## src/rtl/supmon_pkg.sv

```systemverilog
// Package: shared types for the supply-monitor filter.
// Assumes: nothing beyond the standard language.
package supmon_pkg;
    // Synchronized comparator pair.
    typedef struct packed {
        logic below;   // supply at or below falling trip
        logic above;   // supply above rising trip
    } supply_t;

    localparam int unsigned SUPPLY_W = $bits(supply_t);
endpackage

```

## src/rtl/supmon_sync.sv

```systemverilog
// Module: two-flop synchronizer for a bus of independent level signals.
// Assumes: each bit changes slowly compared with clk, so the bits need not be coherent with each other.
module supmon_sync #(
    parameter int unsigned WIDTH = 2
) (
    input  logic             clk,
    input  logic             rst_n,
    input  logic [WIDTH-1:0] async_i,
    output logic [WIDTH-1:0] sync_o
);
    logic [WIDTH-1:0] meta_q;
    logic [WIDTH-1:0] sync_q;

    // Purpose: two register stages per bit, cleared by reset.
    always_ff @(posedge clk) begin
        if (!rst_n) begin
            meta_q <= '0;
            sync_q <= '0;
        end else begin
            meta_q <= async_i;
            sync_q <= meta_q;
        end
    end

    assign sync_o = sync_q;
endmodule

```

## src/rtl/supmon_debounce.sv

```systemverilog
// Module: counts strobes on which a condition holds, and saturates at THRESH.
// Assumes: cond_i is synchronous. Any clock with cond_i low clears the count.
// qual_o is high while the count sits at THRESH.
module supmon_debounce #(
    parameter int unsigned THRESH = 9
) (
    input  logic clk,
    input  logic rst_n,
    input  logic tick_i,
    input  logic cond_i,
    output logic qual_o
);
    localparam int unsigned CW = $clog2(THRESH + 1);
    localparam logic [CW-1:0] LIMIT = CW'(THRESH);

    logic [CW-1:0] cnt_q;

    // Purpose: restart on a broken run, otherwise count strobes up to the limit.
    always_ff @(posedge clk) begin
        if (!rst_n) begin
            cnt_q <= '0;
        end else if (!cond_i) begin
            cnt_q <= '0;
        end else if (tick_i && (cnt_q != LIMIT)) begin
            cnt_q <= cnt_q + 1'b1;
        end
    end

    assign qual_o = (cnt_q == LIMIT);
endmodule

```

## src/rtl/supmon_status.sv

```systemverilog
// Module: read-only status byte with a single flag in the top bit.
// Assumes: a read is a one-clock rd_en_i pulse. Data is registered and
// valid the clock after the request, then held until the next read.
module supmon_status #(
    parameter int unsigned     ADDR_W    = 8,
    parameter int unsigned     DATA_W    = 8,
    parameter logic [ADDR_W-1:0] REG_ADDR = 8'h3C
) (
    input  logic              clk,
    input  logic              rst_n,
    input  logic              flag_i,
    input  logic              rd_en_i,
    input  logic [ADDR_W-1:0] rd_addr_i,
    output logic [DATA_W-1:0] rd_data_o
);
    localparam int unsigned FLAG_POS = DATA_W - 1;

    logic [DATA_W-1:0] status_byte;
    logic [DATA_W-1:0] rd_data_q;

    // Purpose: place the flag in the top bit; all other bits are zero.
    always_comb begin
        status_byte           = '0;
        status_byte[FLAG_POS] = flag_i;
    end

    // Purpose: register the read result; unmatched addresses return zero.
    always_ff @(posedge clk) begin
        if (!rst_n) begin
            rd_data_q <= '0;
        end else if (rd_en_i) begin
            rd_data_q <= (rd_addr_i == REG_ADDR) ? status_byte : '0;
        end
    end

    assign rd_data_o = rd_data_q;
endmodule

```

## src/rtl/supmon_filter.sv

```systemverilog
// Module: supply-monitor filter (top level).
// Synchronizes the comparator pair. One filter, counted on CPU strobes,
// drives the reset request. A second, slower filter, counted on oscillator
// strobes, drives the status flag, which holds while the supply is between the trip points.
// Assumes: strobes are one clock wide and synchronous to clk.
module supmon_filter #(
    parameter int unsigned ASSERT_CNT  = 9,
    parameter int unsigned RELEASE_CNT = 1,
    parameter int unsigned FLAG_CNT    = 36,
    parameter int unsigned ADDR_W      = 8,
    parameter int unsigned DATA_W      = 8,
    parameter logic [ADDR_W-1:0] STATUS_ADDR = 8'h3C
) (
    input  logic              clk,
    input  logic              rst_n,
    input  logic              below_fall_i,
    input  logic              above_rise_i,
    input  logic              cpu_tick_i,
    input  logic              osc_tick_i,
    input  logic              rd_en_i,
    input  logic [ADDR_W-1:0] rd_addr_i,
    output logic [DATA_W-1:0] rd_data_o,
    output logic              lv_reset_o
);
    import supmon_pkg::*;

    supply_t raw_sup;
    supply_t sync_sup;
    logic    low_s;
    logic    high_s;
    logic    rst_qual;
    logic    rel_qual;
    logic    flag_qual;
    logic    rst_req_q;
    logic    status_flag;

    assign raw_sup.below = below_fall_i;
    assign raw_sup.above = above_rise_i;

    supmon_sync #(.WIDTH(SUPPLY_W)) u_sync (
        .clk     (clk),
        .rst_n   (rst_n),
        .async_i (raw_sup),
        .sync_o  (sync_sup)
    );

    assign low_s  = sync_sup.below;
    assign high_s = sync_sup.above;

    supmon_debounce #(.THRESH(ASSERT_CNT)) u_rst_assert (
        .clk (clk), .rst_n (rst_n), .tick_i (cpu_tick_i),
        .cond_i (low_s), .qual_o (rst_qual)
    );

    supmon_debounce #(.THRESH(RELEASE_CNT)) u_rst_release (
        .clk (clk), .rst_n (rst_n), .tick_i (cpu_tick_i),
        .cond_i (high_s), .qual_o (rel_qual)
    );

    supmon_debounce #(.THRESH(FLAG_CNT)) u_flag_qual (
        .clk (clk), .rst_n (rst_n), .tick_i (osc_tick_i),
        .cond_i (low_s), .qual_o (flag_qual)
    );

    // Purpose: reset request; assertion wins over release.
    always_ff @(posedge clk) begin
        if (!rst_n) begin
            rst_req_q <= 1'b0;
        end else if (rst_qual && low_s) begin
            rst_req_q <= 1'b1;
        end else if (rel_qual && high_s) begin
            rst_req_q <= 1'b0;
        end
    end

    // Purpose: status flag; cleared above rising trip, set by a qualified low, held otherwise.
    always_ff @(posedge clk) begin
        if (!rst_n) begin
            status_flag <= 1'b0;
        end else if (high_s) begin
            status_flag <= 1'b0;
        end else if (flag_qual && low_s) begin
            status_flag <= 1'b1;
        end
    end

    supmon_status #(
        .ADDR_W (ADDR_W), .DATA_W (DATA_W), .REG_ADDR (STATUS_ADDR)
    ) u_status (
        .clk       (clk),
        .rst_n     (rst_n),
        .flag_i    (status_flag),
        .rd_en_i   (rd_en_i),
        .rd_addr_i (rd_addr_i),
        .rd_data_o (rd_data_o)
    );

    assign lv_reset_o = rst_req_q;
endmodule

```

## config.mk

```make
export PLATFORM = sky130hd
export DESIGN_NAME = supmon_filter
export DESIGN_NICKNAME = d
export VERILOG_FILES = /design/src/rtl/supmon_pkg.sv /design/src/rtl/supmon_sync.sv /design/src/rtl/supmon_debounce.sv /design/src/rtl/supmon_status.sv /design/src/rtl/supmon_filter.sv
export SDC_FILE = /design/constraint.sdc
export NUM_CORES = 1
export LEC_CHECK = 0
export CAP_MARGIN = 10
export CORE_MARGIN = 2
export CORE_UTILIZATION = 45
export DETAILED_ROUTE_END_ITERATION = 6
export PLACE_DENSITY = 0.76
export SKIP_LAST_GASP = 1
export SLEW_MARGIN = 20
export SYNTH_ARGS = -nofsm -noshare
export SYNTH_HDL_FRONTEND = slang
export SYNTH_SLANG_ARGS = --single-unit
```

## constraint.sdc

```tcl
create_clock -name clk -period 2.65 [get_ports clk]
set_input_delay 0.6625 -clock clk [delete_from_list [all_inputs] [get_ports clk]]
set_output_delay 0.6625 -clock clk [all_outputs]
set_load 0.02 [all_outputs]
```

== Word-level counts from Yosys, hierarchy flattened ==
Index checks and enable logic that the tools add are counted.
Word-level totals
  word-level logic and storage cells: 31
  register bits: 25
  input port bits: 15
Cells by class
  bitwise logic cells: 2
  reductions and logical operators: 10
  muxes and demuxes: 3
  $add $sub $neg: 3
  equality and inequality tests: 5
Operators with widths (count)
  $eq A8 B6 Y1 const B: 1
  $mux W8: 1
  $add A6 B1 Y6 const B: 1
  $eq A6 B6 Y1 const B: 1
  $logic_and A1 B1 Y1: 6
  $ne A6 B6 Y1 const B: 1
  $add A4 B1 Y4 const B: 1
  $eq A4 B4 Y1 const B: 1
  $ne A4 B4 Y1 const B: 1
  $reduce_and A2 Y1: 2
  $mux W1: 2
  $not A1 Y1: 2
  $reduce_bool A2 Y1: 1
  $reduce_or A2 Y1: 1
  $add A1 B1 Y1 const B: 1

== Depth between registers and ports, before layout ==
  word-level depth: 3
  gate-level depth with buffers: 5

== Modules after synthesis ==
From an unflattened synthesis, not the netlist that was laid out.
Unflattened totals
  cell total of the unflattened synthesis: 93
  area total of the unflattened synthesis: 844.6 um2
Modules (own cells, without submodules)
  supmon_debounce (u_flag_qual): area each 319.1 um2, instances 1, seq. area each 120.1 um2, cells an instance 37
  supmon_debounce (u_rst_assert): area each 205.2 um2, instances 1, seq. area each 80.1 um2, cells an instance 24
  supmon_status: area each 113.9 um2, instances 1, seq. area each 20.0 um2, cells an instance 15
  supmon_sync: area each 105.1 um2, instances 1, seq. area each 80.1 um2, cells an instance 8
  supmon_filter: area each 71.3 um2, instances 1, seq. area each 40.0 um2, cells an instance 7
  supmon_debounce (u_rst_release): area each 30.0 um2, instances 1, seq. area each 20.0 um2, cells an instance 2

== Worst setup path before layout ==
Ideal clock, no wire load.
  path type: input-to-reg
  from: in cpu_tick_i
  to: reg u_rst_assert.cnt_q[2]
  path buffers: 0
  required time: 2.579 ns
  library setup time: 0.071 ns
  stages on the path: 3
  setup slack: 1.302 ns
  arrival time: 1.277 ns
  path through: inv_1 or4_1 a21oi_1
Between the ends
  word-level cells in the longest chain between the ends: 1
RTL lines
  from (decl): RTL line supmon_filter.sv:18  | input logic cpu_tick_i,
  $logic_and A1 B1 Y1: RTL line supmon_debounce.sv:24  | end else if (tick_i && (cnt_q != LIMIT)) begin
  to (signal assigned): RTL line supmon_debounce.sv:25  | cnt_q <= cnt_q + 1'b1;
  to (decl): RTL line supmon_debounce.sv:16  | logic [CW-1:0] cnt_q;
Every way passes these cells.
A chain may end at the register's enable or synchronous reset.

== Worst setup path after layout ==
  from: reg rst_req_q, in the netlist lv_reset_o
  to: out lv_reset_o
RTL lines
  from (decl): RTL line supmon_filter.sv:34  | logic rst_req_q;
  from (signal assigned): RTL line supmon_filter.sv:68  | rst_req_q <= 1'b0;
  from (signal assigned): RTL line supmon_filter.sv:70  | rst_req_q <= 1'b1;
  from (signal assigned): RTL line supmon_filter.sv:72  | rst_req_q <= 1'b0;
  to (decl): RTL line supmon_filter.sv:23  | output logic lv_reset_o
No word-level cell between the ends.

==> results.sh <==
export IMPL_die_w_um=46.8
export IMPL_wl_met2_um=596
export IMPL_cts_buffer_depth=2
export IMPL_synth_common_cells="dfxtp_1 (18), a21oi_1 (7), buf_4 (7)"
export IMPL_maxCapViolations=0
export IMPL_yosys_warnings=0
export IMPL_cp_start_kind="flip-flop"
export IMPL_synth_area_top_cells="dfxtp_1 (44%), buf_4 (6.4%), ha_1 (6.1%)"
export IMPL_ys_ff_latch=18
export IMPL_cpPeakStageDelay_ns=0.61
export IMPL_initial_core_util_pct=47.7
export IMPL_gr_total_overflow=0
export IMPL_ys_types=33
export IMPL_path_max_fanout=2
export IMPL_r2r_slack_ns=1.20
export IMPL_die_h_um=46.8
export IMPL_cts_root_buf="clkbuf_4"
export IMPL_powerDensity_nw_per_um2=445
export IMPL_path_buf_inv=1
export IMPL_fmaxAchievable_mhz=528
export IMPL_syn_mean_instance_area_sq_um=9.36
export IMPL_fin_crit_sh_pct=71.5
export IMPL_synth_area_sq_um=823
export IMPL_wl_per_cell_um=10.8
export IMPL_holdPathStages=1
export IMPL_clkTransAtPathRegs_ns=0.10
export IMPL_die_area_sq_um=2190
export IMPL_total_leakage_power_nw=0.381
export IMPL_intPower_w=0.000351
export IMPL_crit_family="buffers and inverters"
export IMPL_reg2reg_to="u_flag_qual.cnt_q[0]"
export IMPL_antenna_found_initial=0
export IMPL_synth_largest_area_cell="dfxtp_1"
export IMPL_grt_pass1_vias=538
export IMPL_cts_setup_buffers=0
export IMPL_io_buffers=16
export IMPL_area_growth_pct=22.8
export IMPL_cts_hold_buf=0
export IMPL_insertion_delay_ns=0.28
export IMPL_rows=15
export IMPL_hold_violations=0
export IMPL_power_frac_clock_pct=28.7
export IMPL_netlist_instances=88
export IMPL_synth_seq_area_share_pct=43.8
export IMPL_rsz0062_at_grt="no"
export IMPL_fin_crit_ns=1.89
export IMPL_combPwrFrac_pct=9.7
export IMPL_critical_path_endpoint_type="output pin"
export IMPL_htree_levels=1
export IMPL_cts_num_sinks=18
export IMPL_cp_required_ns=1.99
export IMPL_setup_violations=0
export IMPL_crit_path_cell_trace="clkdlybuf4s50_1"
export IMPL_drc=0
export IMPL_routabilityCongestion=0.752
export IMPL_cp_arrival_ns=1.23
export IMPL_cts_tree="built"
export IMPL_layout_nets=127
export IMPL_final_antenna_net_count=0
export IMPL_slowest_stage="clkdlybuf4s50_1"
export IMPL_finalPower_w=0.000450
export IMPL_vias=647
export IMPL_sequentialPowerShare_pct=61.6
export IMPL_hold_start="u_sync.meta_q[1]"
export IMPL_p_sw_w=0.0000987
export IMPL_grt_pass1_wl_um=2220
export IMPL_swShare_pct=21.9
export IMPL_slew_viol_final=0
export IMPL_synth_edf_count=0
export IMPL_io_pins=24
export IMPL_finClkSkew_ns=0.00116
export IMPL_gr_usage_all_layers_pct=14.4
export IMPL_wl_met3_um=94
export IMPL_fin_tns_setup_ns=0
export IMPL_outcome="finished, final reports clean"
export IMPL_ir_worst_vdd_v=0.000329
export IMPL_antenna_cells=0
export IMPL_highest_layer="met3"
export IMPL_r2r_start="u_flag_qual.cnt_q[0]"
export IMPL_drive_gt1_share_pct=4.72
export IMPL_grt_start_max_net_pins=13
export IMPL_cts_resized=0
export IMPL_via_per_inst=4.94
export IMPL_min_to="u_sync.sync_o[1]"
export IMPL_synthFlopType="dfxtp_1"
export IMPL_dr_pass1_iters=4
export IMPL_min_path_type="flip-flop to flip-flop"
export IMPL_core_area_sq_um=1730
export IMPL_met1Wirelength_um=726
export IMPL_crit_type="flip-flop to output pin"
export IMPL_worst_r2r_path_depth=5
export IMPL_initialDrtViolationCount=6
export IMPL_synth_async_reset_ratio_pct=0
export IMPL_synth_most_common_cell="dfxtp_1"
export IMPL_cts_made_buffers=3
export IMPL_synth_top_area_share_pct=43.8
export IMPL_wirelength_um=1420
worst max-delay path by stage:
stage	to	start	slack, ns	depth (start not counted)
4_1_cts	lv_reset_o	lv_reset_o	0.74	1
5_1_grt	lv_reset_o	lv_reset_o	0.71	1
3_5_place_dp	u_rst_assert.cnt_q[2]	cpu_tick_i	0.68	4
3_3_place_gp	u_rst_assert.cnt_q[2]	cpu_tick_i	0.70	4
6_report	lv_reset_o	lv_reset_o	0.76	1
2_1_floorplan	u_rst_assert.cnt_q[2]	cpu_tick_i	1.30	3
power by group through the flow:
stage	sequential [W]	clock, W	combinational [W]
final	0.000277	0.000129	0.0000434
after global routing	0.000278	0.000142	0.0000479
after CTS	0.000277	0.000132	0.0000436
after detailed placement	0.000283	0	0.0000433
after global placement	0.000283	0	0.0000425
after floorplan	0.000282	0	0.0000264
placed cells by master (no fill, tap or decap), types with 2 or more instances in the layout:
master	Yosys	final
clkbuf_4	0	3
and2_1	4	4
nor2_1	2	2
conb_1	1	7
a21oi_1	7	7
nand3_1	5	5
mux2i_1	2	2
xor2_1	2	2
dfxtp_1	18	18
nor2b_1	2	2
inv_1	4	4
nand2_1	4	4
clkdlybuf4s50_1	0	16
nand4_1	4	4
o21ai_0	3	3
or3_1	2	2
ha_1	4	4
metrics by stage:
| step | hold slack, ns | std cells | util [%] | cell area [sq um] | worst slack, ns |
|---|---|---|---|---|---|
| after floorplan | 0.412 | 94 | - | 846 | 1.30 |
| after global placement | 0.414 | 128 | 57.2 | 988 | 0.702 |
| after detailed placement | 0.420 | 128 | 57.2 | 988 | 0.677 |
| after CTS | 0.446 | 131 | 58.6 | 1010 | 0.743 |
| after global routing | 0.462 | 131 | 58.6 | 1010 | 0.713 |
| final | 0.444 | 131 | 58.6 | 1010 | 0.756 |
flip-flops by register name, summed over array words and instances, names as in the netlist:
register              count
lv_reset_o                1
status_flag               1
u_flag_qual.cnt_q         6
u_rst_assert.cnt_q        4
u_rst_release.qual_o      1
u_status.rd_data_o        1
u_sync.meta_q             2
u_sync.sync_o             2
cell families after synthesis:
group                      count (synthesis)  synth area share (%)
buffers and inverters                     13                  9.27
AOI/OAI and AO/OA                         17                  12.9
muxes                                      2                  2.43
and+or+nand+nor                           31                  22.9
DFF                                       18                  43.8
other                                      1                 0.455
adders and majority gates                  4                  6.08
xor gates and xnor gates                   2                  2.13
layer usage:
| metal | global-route usage (%) | up-vias |
|---|---|---|
| met5 | 0 | - |
| met4 | 5.00 | 0 |
| met3 | 3.46 | 0 |
| met2 | 22.2 | 22 |
| met1 | 19.7 | 289 |
| li1 | - | 336 |
area by class of cell:
| cell class | count | area [sq um] |
|---|---|---|
| inverter | 5 | 20.0 |
| multi-input combinational | 63 | 409 |
| timing repair buffer | 17 | 168 |
| tap | 25 | 31.3 |
| clock buffer | 3 | 22.5 |
| sequential | 18 | 360 |
| fill | 155 | 716 |
Note: power is estimated with default switching activity, not from simulation.
